===== src/rtl/wdt_pkg.sv =====
package wdt_pkg;

   // Clock-select field width and the number of divider taps it can pick.
   localparam int unsigned SEL_W     = 3;
   localparam int unsigned SEL_CODES = 1 << SEL_W;

   // Bit positions inside the control/status word.
   localparam int unsigned CTL_MODE    = 7;
   localparam int unsigned CTL_RUN     = 6;
   localparam int unsigned CTL_WFLAG   = 4;
   localparam int unsigned CTL_IFLAG   = 3;
   localparam int unsigned CTL_SEL_LSB = 0;

   // Register addresses.
   localparam logic ADDR_CNT = 1'b0;
   localparam logic ADDR_CTL = 1'b1;

   // log2 of the divide ratio for each clock-select code.
   function automatic int unsigned tap_shift(input int unsigned code);
      case (code)
         0:       return 0;
         1:       return 2;
         2:       return 4;
         3:       return 5;
         4:       return 6;
         5:       return 8;
         6:       return 10;
         default: return 12;
      endcase
   endfunction

endpackage


===== src/rtl/wdt_prescaler.sv =====
module wdt_prescaler #(
   parameter int unsigned PRE_W = 12
) (
   input  logic                     clk,
   input  logic                     rst_n,
   input  logic [wdt_pkg::SEL_W-1:0] sel,
   output logic                     tick
);
   import wdt_pkg::*;

   localparam int unsigned MAX_SHIFT = tap_shift(SEL_CODES - 1);

   if (MAX_SHIFT > PRE_W) begin : g_chk_width
      $error("wdt_prescaler: PRE_W too small for the longest divide ratio");
   end

   logic [PRE_W-1:0]     div_q;
   logic [SEL_CODES-1:0] tap;

   // Free-running divider: it is never restarted by the timer.
   always_ff @(posedge clk or negedge rst_n) begin
      if (!rst_n) div_q <= '0;
      else        div_q <= div_q + 1'b1;
   end

   // One enable pulse per 2**shift cycles for each tap.
   for (genvar i = 0; i < SEL_CODES; i++) begin : g_tap
      localparam int unsigned SH = tap_shift(i);
      if (SH == 0) begin : g_full
         assign tap[i] = 1'b1;
      end else begin : g_div
         assign tap[i] = &div_q[SH-1:0];
      end
   end

   assign tick = tap[sel];

   // the undivided code enables every cycle.
   p_full_rate_r2: assert property (@(posedge clk) disable iff (!rst_n)
      (sel == '0) |-> tick);

endmodule


===== src/rtl/wdt_counter.sv =====
module wdt_counter #(
   parameter int unsigned CNT_W = 8
) (
   input  logic             clk,
   input  logic             rst_n,
   input  logic             run,
   input  logic             tick,
   input  logic             ld,
   input  logic [CNT_W-1:0] ld_val,
   output logic [CNT_W-1:0] cnt,
   output logic             ovf
);
   if (CNT_W < 2) begin : g_chk_width
      $error("wdt_counter: CNT_W must be at least 2");
   end

   localparam logic [CNT_W-1:0] CNT_MAX = '1;

   logic [CNT_W-1:0] cnt_q;
   logic             step;

   assign step = run & tick & ~ld;
   assign ovf  = step & (cnt_q == CNT_MAX);

   always_ff @(posedge clk or negedge rst_n) begin
      if (!rst_n)    cnt_q <= '0;
      else if (ld)   cnt_q <= ld_val;
      else if (step) cnt_q <= cnt_q + 1'b1;
   end

   assign cnt = cnt_q;

   // a stopped counter that is not loaded keeps its value.
   p_hold_stopped_r3: assert property (@(posedge clk) disable iff (!rst_n)
      (!run && !ld) |=> $stable(cnt_q));

   // an overflow leaves the counter at zero.
   p_wrap_zero_r4: assert property (@(posedge clk) disable iff (!rst_n)
      ovf |=> (cnt_q == '0));

   // a load wins over any increment.
   p_load_wins_r9: assert property (@(posedge clk) disable iff (!rst_n)
      ld |=> (cnt_q == $past(ld_val)));

endmodule


===== src/rtl/wdt_ctrl_regs.sv =====
module wdt_ctrl_regs #(
   parameter int unsigned DATA_W = 8
) (
   input  logic                      clk,
   input  logic                      rst_n,
   input  logic                      wr,
   input  logic [DATA_W-1:0]         wdata,
   input  logic                      ovf,
   output logic                      run,
   output logic [wdt_pkg::SEL_W-1:0] csel,
   output logic [DATA_W-1:0]         rdata,
   output logic                      rst_req,
   output logic                      irq
);
   import wdt_pkg::*;

   if (DATA_W < 8) begin : g_chk_width
      $error("wdt_ctrl_regs: control word needs at least 8 bits");
   end

   logic             wd_q, run_q, wflag_q, iflag_q, rst_req_q;
   logic [SEL_W-1:0] csel_q;
   logic             wflag_nxt, iflag_nxt, wclr, iclr;
   logic             unused_wdata;

   assign unused_wdata = ^wdata;

   // Write of 0 clears a flag; a coincident overflow sets it anyway.
   assign wclr      = wr & ~wdata[CTL_WFLAG];
   assign iclr      = wr & ~wdata[CTL_IFLAG];
   assign wflag_nxt = (ovf &  wd_q) | (wflag_q & ~wclr);
   assign iflag_nxt = (ovf & ~wd_q) | (iflag_q & ~iclr);

   always_ff @(posedge clk or negedge rst_n) begin
      if (!rst_n) begin
         wd_q      <= 1'b0;
         run_q     <= 1'b0;
         csel_q    <= '0;
         wflag_q   <= 1'b0;
         iflag_q   <= 1'b0;
         rst_req_q <= 1'b0;
      end else begin
         if (wr) begin
            wd_q  <= wdata[CTL_MODE];
            run_q <= wdata[CTL_RUN];
            if (!run_q) csel_q <= wdata[CTL_SEL_LSB +: SEL_W];
         end
         wflag_q   <= wflag_nxt;
         iflag_q   <= iflag_nxt;
         rst_req_q <= ovf & wd_q;
      end
   end

   always_comb begin
      rdata                         = '0;
      rdata[CTL_MODE]               = wd_q;
      rdata[CTL_RUN]                = run_q;
      rdata[CTL_WFLAG]              = wflag_q;
      rdata[CTL_IFLAG]              = iflag_q;
      rdata[CTL_SEL_LSB +: SEL_W]   = csel_q;
   end

   assign run     = run_q;
   assign csel    = csel_q;
   assign rst_req = rst_req_q;
   assign irq     = iflag_q;

   // watchdog flag rises only after a watchdog-mode overflow.
   p_wflag_source_r5: assert property (@(posedge clk) disable iff (!rst_n)
      !(ovf && wd_q) |=> !$rose(wflag_q));

   // reset request never lasts two cycles.
   p_rst_single_r5: assert property (@(posedge clk) disable iff (!rst_n)
      rst_req_q |=> !rst_req_q);

   // interval flag rises only after an interval-mode overflow.
   p_iflag_source_r6: assert property (@(posedge clk) disable iff (!rst_n)
      !(ovf && !wd_q) |=> !$rose(iflag_q));

   // an interval overflow always leaves the flag set.
   p_ovf_beats_clear_r7: assert property (@(posedge clk) disable iff (!rst_n)
      (ovf && !wd_q) |=> iflag_q);

   // clock select is frozen while running.
   p_csel_frozen_r8: assert property (@(posedge clk) disable iff (!rst_n)
      run_q |=> $stable(csel_q));

endmodule


===== src/rtl/wdt_dual_timer.sv =====
module wdt_dual_timer #(
   parameter int unsigned DATA_W = 8,
   parameter int unsigned CNT_W  = 8,
   parameter int unsigned PRE_W  = 12
) (
   input  logic              clk,
   input  logic              rst_n,
   input  logic              reg_wr,
   input  logic              reg_addr,
   input  logic [DATA_W-1:0] reg_wdata,
   output logic [DATA_W-1:0] reg_rdata,
   output logic              wdt_rst_req,
   output logic              itv_irq
);
   import wdt_pkg::*;

   if (CNT_W > DATA_W) begin : g_chk_width
      $error("wdt_dual_timer: counter wider than the register port");
   end

   logic             cnt_ld, ctl_wr, run, tick, ovf;
   logic [SEL_W-1:0] csel;
   logic [CNT_W-1:0] cnt;
   logic [DATA_W-1:0] ctl_rdata;

   assign cnt_ld = reg_wr & (reg_addr == ADDR_CNT);
   assign ctl_wr = reg_wr & (reg_addr == ADDR_CTL);

   wdt_prescaler #(.PRE_W(PRE_W)) i_pre (
      .clk  (clk),
      .rst_n(rst_n),
      .sel  (csel),
      .tick (tick)
   );

   wdt_counter #(.CNT_W(CNT_W)) i_cnt (
      .clk   (clk),
      .rst_n (rst_n),
      .run   (run),
      .tick  (tick),
      .ld    (cnt_ld),
      .ld_val(reg_wdata[CNT_W-1:0]),
      .cnt   (cnt),
      .ovf   (ovf)
   );

   wdt_ctrl_regs #(.DATA_W(DATA_W)) i_ctl (
      .clk    (clk),
      .rst_n  (rst_n),
      .wr     (ctl_wr),
      .wdata  (reg_wdata),
      .ovf    (ovf),
      .run    (run),
      .csel   (csel),
      .rdata  (ctl_rdata),
      .rst_req(wdt_rst_req),
      .irq    (itv_irq)
   );

   always_comb begin
      reg_rdata = '0;
      if (reg_addr == ADDR_CNT) reg_rdata[CNT_W-1:0] = cnt;
      else                      reg_rdata = ctl_rdata;
   end

endmodule


===== config.mk =====
export PLATFORM = sky130hd
export DESIGN_NAME = wdt_dual_timer
export DESIGN_NICKNAME = d
export VERILOG_FILES = /design/src/rtl/wdt_pkg.sv /design/src/rtl/wdt_prescaler.sv /design/src/rtl/wdt_counter.sv /design/src/rtl/wdt_ctrl_regs.sv /design/src/rtl/wdt_dual_timer.sv
export SDC_FILE = /design/constraint.sdc
export NUM_CORES = 1
export LEC_CHECK = 0
export BUFFER_PORTS_ARGS = -buffer_cell sky130_fd_sc_hd__buf_4
export CAP_MARGIN = 20
export CELL_PAD_IN_SITES_DETAIL_PLACEMENT = 1
export CELL_PAD_IN_SITES_GLOBAL_PLACEMENT = 1
export CORE_UTILIZATION = 45
export DETAILED_ROUTE_END_ITERATION = 16
export PLACE_DENSITY = 0.8
export SYNTH_ARGS = -nofsm -noshare
export SYNTH_HDL_FRONTEND = slang
export SYNTH_SLANG_ARGS = --single-unit

===== constraint.sdc =====
create_clock -name clk -period 3.9 [get_ports clk]
set_clock_uncertainty 0.05 [all_clocks]
set_input_delay 0.78 -clock clk [delete_from_list [all_inputs] [get_ports clk]]
set_output_delay 0.78 -clock clk [all_outputs]
set_load 0.01 [all_outputs]

# Word-level counts from Yosys, hierarchy flattened
# Cells that the tools add are included.
[word_totals] regBits=28 elab_cells=47 input_bits=12
[classes] muxes=5 n_bitwise=21 order_cmp=1 n_addsub=2 reduce_logical=9 n_eq_ne=1
[ops] op="two-way mux 8 bit" n=3
[ops] op="adder 12 x 1 -> 12 bit, second input constant" n=1
[ops] op="AND reduction 12 bit" n=1
[ops] op="AND 1 bit" n=11
[ops] op="AND reduction 10 bit" n=1
[ops] op="adder 8 x 1 -> 8 bit, second input constant" n=1
[ops] op="== test 8 bit, second input constant" n=1
[ops] op="NOT 1 bit" n=8
[ops] op="AND reduction 8 bit" n=1
[ops] op="AND reduction 6 bit" n=1
[ops] op="AND reduction 5 bit" n=1
[ops] op="< comparator 3 x 4 -> 1 bit, second input constant" n=1
[ops] op="AND reduction 2 bit" n=2
[ops] op="AND reduction 4 bit" n=1
[ops] op="binary-select mux 1 bit (select 3 bit)" n=1
[ops] op="OR 1 bit" n=2
[ops] op="nonzero test 2 bit" n=1
[ops] op="two-way mux 1 bit" n=1

# Logic depth before layout (Yosys ltp)
# Gate-level depths: netlist of the first run.
[depth] word_depth=8 ltp_mapped=10 mapped_depth_nobuf=8

# By module
# A second synthesis of the first run with hierarchy kept.
[unflattened] cells_unflattened=139 hier_area_um2=1530.2
[by_module_without_submodules] mod="wdt_prescaler" cells_per_inst=47 area_each_um2=551.8 instances=1
[by_module_without_submodules] mod="wdt_counter" cells_per_inst=51 area_each_um2=452.9 instances=1
[by_module_without_submodules] mod="wdt_ctrl_regs" cells_per_inst=30 area_each_um2=377.9 instances=1
[by_module_without_submodules] mod="wdt_dual_timer" cells_per_inst=11 area_each_um2=147.6 instances=1

# Worst setup path before layout of the first run
# No wires, ideal clock.
[synth_timing] path_type="input to output" from="input port reg_addr" to="output port reg_rdata[0]" path_stages=2 t_arrival_ns=1.454 required_ns=3.070 n_path_buf=1 path_slack_ns=1.616 cell_sequence="clkbuf_1 mux2_2"
[synth_via] elab_chain_cells=1
[synth_rtl] item="start, declared" line_no="wdt_dual_timer.sv:9" text="input logic reg_addr,"
[synth_rtl] item="two-way mux 8 bit" line_no="wdt_dual_timer.sv:62" text="if (reg_addr == ADDR_CNT) reg_rdata[CNT_W-1:0] = cnt;"
[synth_rtl] item="end, declared" line_no="wdt_dual_timer.sv:11" text="output logic [DATA_W-1:0] reg_rdata,"
# No other way between the ends.

# Final worst setup path of the first run
[layout_timing] from="register i_pre.div_q[0]" to="register i_cnt.cnt_q[2] (netlist: i_cnt.cnt[2])"
[layout_via] elab_chain_cells=6
[layout_rtl] item="start, declared" line_no="wdt_prescaler.sv:17" text="logic [PRE_W-1:0] div_q;"
[layout_rtl] item="start signal, assigned" line_no="wdt_prescaler.sv:23" text="else div_q <= div_q + 1'b1;"
[layout_rtl] item="AND reduction 12 bit, or another cell as far along" line_no="wdt_prescaler.sv:32" text="assign tap[i] = &div_q[SH-1:0];"
[layout_rtl] item="binary-select mux 1 bit (select 3 bit) (*)" line_no="wdt_prescaler.sv:36" text="assign tick = tap[sel];"
[layout_rtl] item="two-way mux 1 bit (implied by the code) (*)" line_no="wdt_prescaler.sv:36"
[layout_rtl] item="AND 1 bit (*) (2 in series)" line_no="wdt_counter.sv:22" text="assign step = run & tick & ~ld;"
[layout_rtl] item="nonzero test 2 bit (no line) (*)"
[layout_rtl] item="end signal, assigned" line_no="wdt_counter.sv:27" text="else if (ld) cnt_q <= ld_val;"
[layout_rtl] item="end signal, assigned" line_no="wdt_counter.sv:28" text="else if (step) cnt_q <= cnt_q + 1'b1;"
[layout_rtl] item="end, declared" line_no="wdt_counter.sv:19" text="logic [CNT_W-1:0] cnt_q;"
# Every way passes the cells marked *; elsewhere a longest branch is shown, timed or not. The select of a mux whose other input is x is not followed.
# A chain may end at the register's enable or synchronous reset.

==> impl_metrics.csv, run 1 <==
group,metric,value,unit
power,p_leak,0.755,nW
timing,slew_violations,0,
floorplanning,core_area,3080,sq um
floorplanning,dieArea,3530,sq um
floorplanning,core.rowCount,20,
detailed_routing,vias,1182,
finish,area_growth,16.3,%
yosys,async_flop_share,100,%
yosys,synth_compound_area_share,12.8,%
status,status,"finished, final reports clean",
yosys,synth_area_leaders,"dfrtp_1, mux2_2, nand3_1",
global_routing,gr-total-overflow,0,
timing,setup-violations-final,0,
yosys,syn-num-nets,159,
yosys,synthDistinctLibCells,38,
floorplanning,io_pins,22,
finish,nets,180,
detailed_routing,drt_pre_antenna_iters,4,
clocking,cts_max_path_buffers,2,
timing,slew_headroom,52.7,%
yosys,yosysMostFrequentCell,"dfrtp_1",
power,pwr-share-seq,47.6,%
critical_path,cp.required,4.12,ns
finish,final_layout_size_suffix_gt1_share,25.0,%
critical_path,crit_fanout,11,
finish,nFillCells,366,
yosys,synth_edf_count,0,
yosys,synth_top_cell_by_area,"dfrtp_1",
power,peakVddDrop,0.200,mV
power,cellPowerDensity,442,nW/um^2
global_routing,antenna_found_initial,0,
power,switching_share,31.6,%
detailed_routing,wl_per_cell,15.9,microns
clocking,path_clk_slew,0.16,ns
detailed_routing,drtIter0Drc,18,
clocking,post-cts-setup-buffer-count,0,
worst_hold_path,hp-class,"in2async",
timing,hold_viol_final,0,
critical_path,cp_slowest_cell,"or4_1",
detailed_routing,ant_nets,0,
yosys,avgSynthCellArea,10.3,sq um
timing,rsz0062_at_grt,"false",
clocking,h-tree-depth,1,
critical_path,critPathBufInv,0,
global_routing,grt_max_degree,29,
critical_path,critPathTopFamily,"simple AND/OR/NAND/NOR gates",
clocking,cts_hold_buf,0,
floorplanning,initial_core_util,48.2,%
power,combPwrFrac,26.7,%
job,maxCapViolCount,0,
power,switching_power,241,uW
finish,multi_input_area,743,sq um
timing,tns,0,ns
yosys,synth_seq_area_share,47.3,%
yosys,synth_top_family_by_area,"simple AND/OR/NAND/NOR gates",
timing,worst_slack,1.46,ns
detailed_routing,routed_wl,3300,microns
critical_path,worstPathCellList,"ha_1 -> and3_1 -> ha_1 -> nor3b_1 -> o21a_1 -> nand3b_1 -> or4_1 -> a31oi_1",
yosys,synthCells,144,
timing,worst_pin_slew,0.709,ns
power,clockPowerShare,25.7,%
yosys,synthXorXnorAreaFrac,5.32,%
global_routing,grt_pass1_wl,5710,microns
yosys,yosys_warnings,0,
timing,fin_crit_sh,62.7,%
yosys,synth-seq-cells,28,
clocking,cts_sinks,28,
clocking,numCtsBuffers,3,
power,p_int,521,uW
timing,max_freq,0.409,GHz
clocking,clock_latency,0.34,ns
critical_path,crit_path_frequent_cell,"ha_1",
critical_path,path_class,"reg2reg",
timing,post-route-min-period,2.44,ns
global_routing,grt_pass1_vias,1206,
floorplanning,die_h,59.4,microns
yosys,synthFlopType,"dfrtp_1",
place,post-place-ws,1.47,ns
finish,antennaDiodeCount,0,
global_routing,grt.total_usage,22.0,%
yosys,syn-cell-area,1480,sq um
place,dpl.hpwl,2450,microns
floorplanning,die_width,59.4,microns
yosys,synth_common_cells,"dfrtp_1, nand2_1, nand3_1",
detailed_routing,viasPerCell,5.68,
finish,fin_area,1720,sq um
yosys,yosys.area_share.simple,21.1,%
critical_path,arrival,2.67,ns
place,port_buffers,21,
detailed_routing,drc,0,
yosys,synth_fa_ha_area_share,2.53,%
clocking,cts_resized,0,
yosys,synth_top_area_share,47.3,%
clocking,cts_root_buffer,"clkbuf_4",
critical_path,max_stage_delay,0.55,ns
critical_path,cp-end-kind,"flop",
place,place.gp.congestion,0.862,
critical_path,worstSetupStartpointType,"flop",
yosys,synthMuxAreaShare,8.35,%
place,dpl_cell_area,1670,sq um
finish,regArea,701,sq um
clocking,cts_tree,"yes",
==> layer usage <==
metal | track usage (%) | wire length [microns] | up-vias
met1 | 30.1 | 1590 | 589
met4 | 7.14 | 42 | 0
met2 | 36.6 | 1580 | 22
met3 | 1.97 | 93 | 5
li1 | - | - | 566
met5 | 0 | 0 | -
==> kinds of logic (layout without fill, tap and decap cells) <==
family          after synthesis  after routing
compound gates               26             26
xor+xnor                      9              9
fa+ha+maj                     3              3
buf+inv                       9             29
flops                        28             28
mux                          11             11
simple gates                 58             58
==> state kept, by name (all words and copies together) (netlist names) <==
name and cells:
i_ctl.wflag_q 1, i_ctl.csel 3, i_ctl.irq 1, i_pre.div_q 12, i_cnt.cnt 8, i_ctl.wd_q 1, i_ctl.run 1, i_ctl.rst_req 1
==> worst paths after layout <==
path                       cells past startpoint  slack [ns]                startpoint                        to
max reg2reg                                    8        1.46  i_pre.div_q[0]$_DFF_PN0_  i_cnt.cnt[2]$_DFFE_PN0P_
max                                            8        1.46  i_pre.div_q[0]$_DFF_PN0_  i_cnt.cnt[2]$_DFFE_PN0P_
min in group clk                               1        0.43  i_pre.div_q[0]$_DFF_PN0_  i_pre.div_q[0]$_DFF_PN0_
max in group asynchronous                      1        3.26                     rst_n  i_pre.div_q[4]$_DFF_PN0_
min reg2reg                                    1        0.43  i_pre.div_q[0]$_DFF_PN0_  i_pre.div_q[0]$_DFF_PN0_
min                                            1        0.28                     rst_n  i_pre.div_q[5]$_DFF_PN0_
==> power groups by stage <==
stage | clock, mW | combinational (mW) | sequential, mW
CTS | 0.199 | 0.206 | 0.363
global route | 0.206 | 0.229 | 0.370
global placement | 0 | 0.200 | 0.367
floorplan | 0 | 0.143 | 0.353
detailed placement | 0 | 0.204 | 0.369
finish | 0.196 | 0.204 | 0.363
==> metrics by stage <==
| stage | hold WS [ns] | utilization [%] | power [mW] | std cells |
|---|---|---|---|---|
| floorplan | 0.365 | - | 0.496 | 144 |
| global placement | 0.377 | 54.3 | 0.567 | 204 |
| detailed placement | 0.408 | 54.3 | 0.573 | 204 |
| CTS | 0.288 | 56.0 | 0.767 | 208 |
| global route | 0.298 | 56.0 | 0.805 | 208 |
| finish | 0.279 | 56.0 | 0.762 | 208 |
==> worst register-to-register path, stage by stage, from the launching register on <==
cell	delay, ns
dfrtp_1	0.41
ha_1	0.21
and3_1	0.26
ha_1	0.17
nor3b_1	0.05
o21a_1	0.18
nand3b_1	0.34
or4_1	0.55
a31oi_1	0.17
==> layout by cell type, fill, tap and decap left out, drive strengths merged, types with 4 or more instances in the layout <==
| cell type | instances |
|---|---|
| o21ai | 4 |
| nand3 | 12 |
| buf | 21 |
| xnor2 | 6 |
| dfrtp | 28 |
| inv | 4 |
| nand2 | 14 |
| a31oi | 5 |
| nor2 | 11 |
| mux2 | 11 |
==> layout make-up <==
cell class / count / share of cell area [%]
multi-input cells: 107 / 43.1
flip-flops and latches: 28 / 40.6
repair buffers: 21 / 9.14
well taps: 44 / 3.19
clock inverters: 1 / 1.74
clock buffers: 3 / 1.31
inverters: 4 / 0.871
No activity file was read; power rests on OpenSTA's default activity.
==> run 2, diff against run 1 <==
--- a/config.mk
+++ b/config.mk
@@ -9,9 +9,9 @@
 export CAP_MARGIN = 20
 export CELL_PAD_IN_SITES_DETAIL_PLACEMENT = 1
 export CELL_PAD_IN_SITES_GLOBAL_PLACEMENT = 1
-export CORE_UTILIZATION = 45
+export CORE_UTILIZATION = 43
 export DETAILED_ROUTE_END_ITERATION = 16
-export PLACE_DENSITY = 0.8
+export PLACE_DENSITY = 0.77
 export SYNTH_ARGS = -nofsm -noshare
 export SYNTH_HDL_FRONTEND = slang
 export SYNTH_SLANG_ARGS = --single-unit
==> constraint.sdc (replaced) <==
create_clock -name clk -period 2.5 [get_ports clk]
set_clock_uncertainty 0.05 [all_clocks]
set_input_delay 0.5 -clock clk [delete_from_list [all_inputs] [get_ports clk]]
set_output_delay 0.5 -clock clk [all_outputs]
set_load 0.01 [all_outputs]
==> run 2 against run 1 <==
Utilization down 0.82 points. Largest power group unchanged. Highest routed layer unchanged. Final cell count up 0.96%. Non-clock buffer count rose by 1. Fmax rose by 6.6%. The run now ends with negative hold slack left. Worst setup slack worse by 1.2 ns. Register-to-register slack got worse by 1.2 ns. Hold slack got worse by 0.28 ns. Global-route usage is 1.6 points lower. Clock power increased by 55%.
==> impl_metrics.csv, run 2 (synthesized netlist as in run 1, its figures left out) <==
group,metric,value,unit
timing,tns,0,ns
timing,worst_slack,0.208,ns
floorplanning,dieArea,3690,sq um
timing,post-route-min-period,2.29,ns
place,post-place-ws,0.0915,ns
place,dpl_cell_area,1670,sq um
critical_path,rr_worst_depth,8,
finish,final_layout_size_suffix_gt1_share,25.9,%
floorplanning,io_pins,22,
timing,slew_headroom,50.0,%
timing,max_freq,0.436,GHz
finish,final_core_util,55.2,%
clocking,clock_latency,0.34,ns
clocking,cts_sinks,28,
timing,setup-violations-final,0,
detailed_routing,viasPerCell,5.57,
clocking,h-tree-depth,1,
timing,rsz0062_at_grt,"false",
finish,area_growth,17.4,%
finish,nets,182,
finish,layout_commonest_cell,"dfrtp_1",
finish,largest_register_ffs,12,
clocking,numCtsBuffers,3,
detailed_routing,routed_wl,3290,microns
finish,antennaDiodeCount,0,
place,dp.cells,204,
global_routing,gr-total-overflow,0,
place,port_buffers,21,
critical_path,worstSetupStartpointType,"flop",
timing,worst_pin_slew,0.749,ns
finish,fin_area,1740,sq um
critical_path,cp-end-kind,"flop",
status,status,"finished with violations",
global_routing,grt_pass1_wl,5440,microns
detailed_routing,met2_length,1420,microns
floorplanning,core.rowCount,20,
detailed_routing,wirelength_met1,1650,microns
critical_path,path_class,"reg2reg",
power,cellPowerDensity,689,nW/um^2
timing,hold_viol_final,12,
detailed_routing,wl_per_cell,15.7,microns
detailed_routing,drt_pre_antenna_iters,4,
floorplanning,initial_core_util,47.0,%
place,place.gp.congestion,0.772,
job,maxCapViolCount,0,
clocking,path_clk_slew,0.16,ns
power,p_leak,0.760,nW
power,peakVddDrop,0.402,mV
global_routing,grt_pass1_vias,1155,
power,totalPowerFinal,1.20,mW
finish,nFillCells,368,
worst_hold_path,hp-class,"in2async",
detailed_routing,drc,0,
clocking,cts_hold_buf,0,
clocking,cts_max_path_buffers,2,
finish,final_cell_mix,"dfrtp_1, buf_4, nand2_1",
timing,slew_violations,0,
floorplanning,die_h,60.7,microns
global_routing,antenna_found_initial,0,
global_routing,grt_max_degree,29,
detailed_routing,vias,1169,
status,violations,"negative hold slack",
floorplanning,die_width,60.7,microns
critical_path,cp.required,2.73,ns
clocking,cts_root_buffer,"clkbuf_4",
critical_path,arrival,2.52,ns
finish,regMostFlops,"i_pre.div_q",
detailed_routing,drtIter0Drc,39,
critical_path,crit_fanout,5,
global_routing,grt.total_usage,20.4,%
clocking,cts_tree,"yes",
place,dpl.hpwl,2380,microns
finish,final_cell_count_no_fill,210,
floorplanning,core_area,3150,sq um
detailed_routing,top_layer_used,"met4",
detailed_routing,met3_length,126,microns
detailed_routing,ant_nets,0,
timing,hold_slack,-0.00344,ns
timing,fin_crit_sh,91.7,%
==> run 2: cell count changes in the layout (fill, tap and decap cells not counted), sizes merged <==
cell,previous run,this run
buf,21,22
nand3b,2,3
==> run 2: what timing repair did <==
action                     4_1_cts  5_1_grt
buffers inserted                 0        1
setup endpoints to repair        0        6
resized for setup                0        1
==> run 2: layer usage <==
metal	up-vias	GRT usage, %
met5	-	0
met4	0	10.1
met3	11	3.62
met2	32	29.7
met1	556	29.4
li1	570	-
==> run 2: path summary, 6_finish.rpt <==
| path | from | to | slack (ns) |
|---|---|---|---|
| worst max-delay path | i_pre.div_q[0]$_DFF_PN0_ | i_cnt.cnt[5]$_DFFE_PN0P_ | 0.21 |
| worst min-delay path | rst_n | i_cnt.cnt[7]$_DFFE_PN0P_ | -0.003 |
| worst max register to register | i_pre.div_q[0]$_DFF_PN0_ | i_cnt.cnt[5]$_DFFE_PN0P_ | 0.21 |
| worst min register to register | i_pre.div_q[0]$_DFF_PN0_ | i_pre.div_q[0]$_DFF_PN0_ | 0.41 |
| max in group asynchronous | rst_n | i_pre.div_q[4]$_DFF_PN0_ | 2.14 |
| min in group clk | reg_wdata[6] | i_cnt.cnt[6]$_DFFE_PN0P_ | 0.32 |
==> run 2: critical path, cell delays in order, from the launching register on <==
cell and delay, ns:
dfrtp_1 0.39, ha_1 0.21, and3_2 0.25, ha_1 0.15
nor3b_1 0.04, o21a_1 0.18, and4bb_1 0.32, or4b_1 0.46
a31oi_1 0.17
==> run 2: layout make-up <==
cell class	count	area [sq um]	share of cell area, %
tap	44	55.1	3.16
clock inverter	1	30.0	1.73
clock buffer	3	22.5	1.29
multi-input combinational	108	752	43.2
inverter	4	15.0	0.863
timing repair buffer	22	165	9.49
sequential	28	701	40.3
==> run 2: power by group <==
group	total, mW	internal, mW	switching [mW]	leakage [nW]
Sequential	0.567	0.498	0.0684	0.346
Clock	0.303	0.162	0.140	0.0279
Combinational	0.331	0.159	0.171	0.387
Total	1.20	0.820	0.380	0.760
